===== src/rtl/pg_pkg.sv =====
package pg_pkg;
  localparam int unsigned PG_CH = 4;

  typedef struct packed {
    logic [PG_CH-1:0] holdLoad;
  } pgStrobe_t;
endpackage


===== src/rtl/pg_sync.sv =====
module pg_sync #(
  parameter int unsigned WIDTH  = 4,
  parameter int unsigned STAGES = 2
) (
  input  logic             clk,
  input  logic             rstN,
  input  logic [WIDTH-1:0] asyncIn,
  output logic [WIDTH-1:0] syncOut
);
  logic [WIDTH-1:0] stage [STAGES];

  always_ff @(posedge clk or negedge rstN) begin
    if (!rstN) begin
      for (int s = 0; s < STAGES; s++) stage[s] <= '0;
    end else begin
      stage[0] <= asyncIn;
      for (int s = 1; s < STAGES; s++) stage[s] <= stage[s-1];
    end
  end

  assign syncOut = stage[STAGES-1];
endmodule


===== src/rtl/pg_hold_timer.sv =====
module pg_hold_timer #(
  parameter int unsigned HOLD_CYCLES = 6250000
) (
  input  logic clk,
  input  logic rstN,
  input  logic load,
  output logic expired
);
  localparam int unsigned CW = $clog2(HOLD_CYCLES + 1);
  localparam logic [CW-1:0] LOAD_VAL = CW'(HOLD_CYCLES);

  logic [CW-1:0] remain;

  always_ff @(posedge clk or negedge rstN) begin
    if (!rstN)               remain <= LOAD_VAL;
    else if (load)           remain <= LOAD_VAL;
    else if (remain != '0)   remain <= remain - 1'b1;
  end

  assign expired = (remain == '0);
endmodule


===== src/rtl/pg_datapath.sv =====
module pg_datapath
  import pg_pkg::*;
#(
  parameter int unsigned HOLD_CYCLES = 6250000,
  parameter int unsigned SYNC_STAGES = 2
) (
  input  logic             clk,
  input  logic             rstN,
  input  logic [PG_CH-1:0] aboveHi,
  input  logic [PG_CH-1:0] belowLo,
  input  pgStrobe_t        strobe,
  output logic [PG_CH-1:0] aboveSync,
  output logic [PG_CH-1:0] belowSync,
  output logic [PG_CH-1:0] holdDone
);
  logic [2*PG_CH-1:0] flagSync;

  pg_sync #(.WIDTH(2*PG_CH), .STAGES(SYNC_STAGES)) u_sync (
    .clk     (clk),
    .rstN    (rstN),
    .asyncIn ({belowLo, aboveHi}),
    .syncOut (flagSync)
  );

  assign aboveSync = flagSync[PG_CH-1:0];
  assign belowSync = flagSync[2*PG_CH-1:PG_CH];

  for (genvar c = 0; c < PG_CH; c++) begin : g_hold
    pg_hold_timer #(.HOLD_CYCLES(HOLD_CYCLES)) u_timer (
      .clk     (clk),
      .rstN    (rstN),
      .load    (strobe.holdLoad[c]),
      .expired (holdDone[c])
    );
  end
endmodule


===== src/rtl/pg_ctrl.sv =====
module pg_ctrl
  import pg_pkg::*;
(
  input  logic             clk,
  input  logic             rstN,
  input  logic [PG_CH-1:0] chanEn,
  input  logic [PG_CH-1:0] chanRun,
  input  logic             faultWarn,
  input  logic [PG_CH-1:0] aboveSync,
  input  logic [PG_CH-1:0] belowSync,
  input  logic [PG_CH-1:0] holdDone,
  output pgStrobe_t        strobe,
  output logic [PG_CH-1:0] pgood
);
  logic [PG_CH-1:0] pgoodQ;
  logic [PG_CH-1:0] pgoodD;
  logic [PG_CH-1:0] dropCause;
  logic [PG_CH-1:0] releaseOk;
  logic [PG_CH-1:0] faultVec;

  always_comb begin
    faultVec  = {PG_CH{faultWarn}};
    dropCause = ~chanEn | ~chanRun | belowSync | faultVec;
    releaseOk = holdDone & chanEn & chanRun & aboveSync & ~belowSync & ~faultVec;
    pgoodD    = (pgoodQ & ~dropCause) | (~pgoodQ & releaseOk);
    strobe.holdLoad = pgoodQ & dropCause;
  end

  always_ff @(posedge clk or negedge rstN) begin
    if (!rstN) pgoodQ <= '0;
    else       pgoodQ <= pgoodD;
  end

  assign pgood = pgoodQ;
endmodule


===== src/rtl/pg_good_gen.sv =====
module pg_good_gen
  import pg_pkg::*;
#(
  parameter int unsigned HOLD_CYCLES = 6250000,
  parameter int unsigned SYNC_STAGES = 2
) (
  input  logic             clk,
  input  logic             rstN,
  input  logic [PG_CH-1:0] chanEn,
  input  logic [PG_CH-1:0] chanRun,
  input  logic [PG_CH-1:0] aboveHi,
  input  logic [PG_CH-1:0] belowLo,
  input  logic             faultWarn,
  output logic [PG_CH-1:0] pgood
);
  pgStrobe_t        strobe;
  logic [PG_CH-1:0] aboveSync;
  logic [PG_CH-1:0] belowSync;
  logic [PG_CH-1:0] holdDone;

  pg_datapath #(.HOLD_CYCLES(HOLD_CYCLES), .SYNC_STAGES(SYNC_STAGES)) u_dp (
    .clk       (clk),
    .rstN      (rstN),
    .aboveHi   (aboveHi),
    .belowLo   (belowLo),
    .strobe    (strobe),
    .aboveSync (aboveSync),
    .belowSync (belowSync),
    .holdDone  (holdDone)
  );

  pg_ctrl u_ctrl (
    .clk       (clk),
    .rstN      (rstN),
    .chanEn    (chanEn),
    .chanRun   (chanRun),
    .faultWarn (faultWarn),
    .aboveSync (aboveSync),
    .belowSync (belowSync),
    .holdDone  (holdDone),
    .strobe    (strobe),
    .pgood     (pgood)
  );
endmodule


===== config.mk =====
export PLATFORM = sky130hd
export DESIGN_NAME = pg_good_gen
export DESIGN_NICKNAME = d
export VERILOG_FILES = /design/src/rtl/pg_pkg.sv /design/src/rtl/pg_sync.sv /design/src/rtl/pg_hold_timer.sv /design/src/rtl/pg_datapath.sv /design/src/rtl/pg_ctrl.sv /design/src/rtl/pg_good_gen.sv
export SDC_FILE = /design/constraint.sdc
export NUM_CORES = 1
export LEC_CHECK = 0
export CAP_MARGIN = 20
export CORE_MARGIN = 1
export CORE_UTILIZATION = 55
export DETAILED_ROUTE_END_ITERATION = 8
export PLACE_DENSITY = 0.87
export SYNTH_ARGS = -nofsm -noshare
export SYNTH_HDL_FRONTEND = slang
export SYNTH_SLANG_ARGS = --single-unit
export TNS_END_PERCENT = 30

===== constraint.sdc =====
create_clock -name clk -period 2.35 [get_ports clk]
set_input_delay 0.235 -clock clk [delete_from_list [all_inputs] [get_ports clk]]
set_output_delay 0.235 -clock clk [all_outputs]
set_load 0.02 [all_outputs]

==> results.toml <==
[outcome]
status = "finished, final reports clean"

[floorplanning]
die_x_um = 103
start_util_pct = 57.0
core.rowCount = 36
pin_count = 23
die_h_um = 103
core_um2 = 9770
die_area_um2 = 10500

[setup_path]
crit_chain = "inv_1 > ha_1 > or4b_4 > or2_4 > o211ai_1 > or3_1 > a21oi_1"
crit_slowest_cell = "or4b_4"
worstSetupPathType = "flip-flop to flip-flop"
reg2reg_to = "u_dp.g_hold[1].u_timer.remain[21]"
crit_required_ps = 2600
arrival_ps = 2480
start_kind = "flip-flop"
r2r_cells = 7
r2r_slack_ps = 120
r2r_start = "u_dp.g_hold[1].u_timer.remain[0]"
end_kind = "flip-flop"
crit_fanout = 7
max_stage_delay_ps = 530

[min_path]
whs_path_depth = 1
worstHoldEndpoint = "u_dp.u_sync.stage[15]"
min_path_type = "input pin to flip-flop"
hp-start = "belowLo[3]"

[sta]
rsz0062_at_grt = "false"
fin_worst_skew_ps = 14.9
worst_pin_slew_ps = 595
tns_ps = 0
final.min_clock_period_ps = 2230
max_freq_mhz = 448
max-slew-margin-rel_pct = 59.9
finalSetupViolCount = 0
final_max_slew_viol_count = 0
min_period_over_period_pct = 94.9
hold_viol = 0

[yosys]
async_flop_share_pct = 100
synth_edf_count = 0
yosysWarnings = 0
synthAdderAreaFrac_pct = 0.898
synth.distinct_cells = 59
synth_compound_area_share_pct = 11.8
synth_ff_type = "dfrtp_1"
muxShareOfSynthArea_pct = 0.921
avgSynthCellArea_um2 = 10.3
synth_xor_area_share_pct = 7.23
netlist_area_um2 = 5570
syn-num-nets = 566
synth_simple_gate_area_share_pct = 26.2
synth-seq-cells = 112
syn-instance-count = 543
synth_top_family_by_area = "simple AND/OR/NAND/NOR gates"
yosysSeqAreaShare_pct = 51.4

[finish]
area_delta_synth_final_pct = 12.2
antenna-diode-count = 0
post-route-cell-area_um2 = 6250
final_nets = 604
drive_gt1_share_pct = 18.4
post-route-util_pct = 64.0

[grt]
grt_pass1_wl_mm = 19.3
grt_overflow = 0
grt_pass1_vias = 4158
grt_use_total_pct = 23.7
antenna_found_initial = 0
grt_max_degree = 49

[power_and_ir_drop]
leakage_nw = 2.18
vdd_drop_max_mv = 0.456
p_per_area_nw_per_um2 = 744

[detailed_routing]
detail-route-antenna-nets = 0
avgRoutedWirePerCell_um = 15.8
drtPass1Iterations = 6
vias = 4308
remaining_drc_errors = 0
wl_mm = 11.4
via_per_inst = 5.99
drt_iter0_markers = 180

[clocking]
clockRootBuffer = "clkbuf_8"
cts_tree = "built"
cts_inserted_buffers = 9
clock_path_buffers = 2
h-tree-depth = 3
clkTransAtPathRegs_ps = 110
cts.sinks = 112
insertion_delay_ps = 400

[place]
placed_cell_area_um2 = 6030
dp_hpwl_mm = 7.89
gp_congestion = 0.874
port_buffers = 22

[run]
cap_violations = 0
worst max path at each step:
stage	from	end	slack, ps	cells past startpoint
6_report	u_dp.g_hold[1].u_timer.remain[0]	u_dp.g_hold[1].u_timer.remain[21]	120	7
5_1_grt	u_dp.g_hold[1].u_timer.remain[0]	u_dp.g_hold[1].u_timer.remain[21]	5	7
4_1_cts	u_dp.g_hold[2].u_timer.remain[0]	u_dp.g_hold[2].u_timer.remain[14]	80	7
3_5_place_dp	u_dp.g_hold[1].u_timer.remain[0]	u_dp.g_hold[1].u_timer.remain[21]	6	7
3_3_place_gp	u_dp.g_hold[1].u_timer.remain[0]	u_dp.g_hold[1].u_timer.remain[9]	110	7
2_1_floorplan	u_dp.g_hold[1].u_timer.remain[0]	u_dp.g_hold[1].u_timer.remain[21]	140	8
cell usage after synthesis (all sizes together) (3+ instances only):
cell type	n	area, um^2
xor2	22	193
nor3	20	105
a21o	3	22.5
or4	15	120
nor2	57	221
nand3	20	100
and2	5	31.3
ha	4	50.1
nand2	62	233
a211oi	6	45.0
a2111oi	6	52.6
or3	19	119
dfrtp	64	1600
dfstp	48	1260
and3	3	18.8
mux2i	4	40.0
inv	9	33.8
or2	6	37.5
o21ai	22	110
nor4b	4	56.3
xnor2	24	210
a21oi	20	100
nand4	9	62.6
clkbuf	10	37.5
nor4	26	254
o41ai	4	35.0
o31ai	9	67.6
o211ai	15	128
stage by stage:
step / worst slack (ps) / std cells / hold slack (ps) / total power [mW]
after CTS: 76.8 / 719 / 252 / 4.65
after global placement: 109 / 702 / 194 / 3.44
final: 120 / 719 / 269 / 4.65
after detailed placement: 5.75 / 702 / 200 / 3.52
after floorplan: 141 / 543 / -60.6 / 3.21
after global routing: 5.48 / 719 / 247 / 4.91
routing by layer:
metal  GRT usage [%]  part of all wire [%]  vias up
met2            38.1                    48       99
met5               0                     0        -
met4            7.80                   1.5        0
met1            31.7                    45     2119
li1                -                     -     2072
met3            5.76                   5.0       18
critical path, delay by kind of cell (launching register included):
kind / cells / cell delay (ps)
DFF: 1 / 430
and+or+nand+nor: 3 / 990
buffers and inverters: 1 / 100
AOI/OAI and AO/OA: 2 / 400
adders and majority gates: 1 / 170
sequential cells by signal, indices dropped and copies added (netlist names):
name,count
u_dp.u_sync.syncOut,8
u_ctrl.pgood,4
u_dp.u_sync.stage,8
u_dp.g_hold.u_timer.remain,92
area by class of cell:
type	count	area, um^2
fillers	779	3520
flip-flops and latches	112	2860
multi-input cells	410	2640
repair buffers	39	360
well taps	133	166
clock buffers	10	138
clock inverters	6	48.8
inverters	9	33.8
repair_timing:
action / in CTS / in global routing
hold endpoints to repair: 11 / 0
pin swaps: 0 / 3
setup endpoints to repair: 1 / 5
setup buffers: 0 / 0
gates resized for setup: 1 / 6
hold buffers: 1 / 0
cells by family (layout without fill, tap and decap cells):
kind of cell             Yosys count  in the layout
multiplexers                       5              5
AND/OR/NAND/NOR                  258            258
flip-flops                       112            112
adder cells (fa/ha/maj)            4              4
buffers and inverters             21             64
AO/OA/AOI/OAI                     97             97
XOR/XNOR                          46             46
report_power, final:
| part | switching [mW] | internal, mW |
|---|---|---|
| Sequential | 0.361 | 2.25 |
| Combinational | 0.481 | 0.445 |
| Clock | 0.688 | 0.428 |
| Total | 1.53 | 3.12 |
cells in the final DEF (no fill, tap or decap), types with 5 or more instances in the layout:
master and count:
nand3_1 20, clkdlybuf4s50_1 21, buf_4 16, nor4_1 17, dfstp_2 48, and2_1 5
xnor2_1 24, or3_1 18, o31ai_1 9, or4_1 13, dfrtp_1 64, o211ai_1 12
clkbuf_8 10, xor2_1 22, a211oi_1 6, nor3_1 19, nand2_1 62, nor4_2 5
inv_1 9, o21ai_1 16, o21ai_0 6, a21oi_1 20, a2111oi_0 5, nand4_1 8
nor2_1 56
Power figures use the tool's default switching activity.
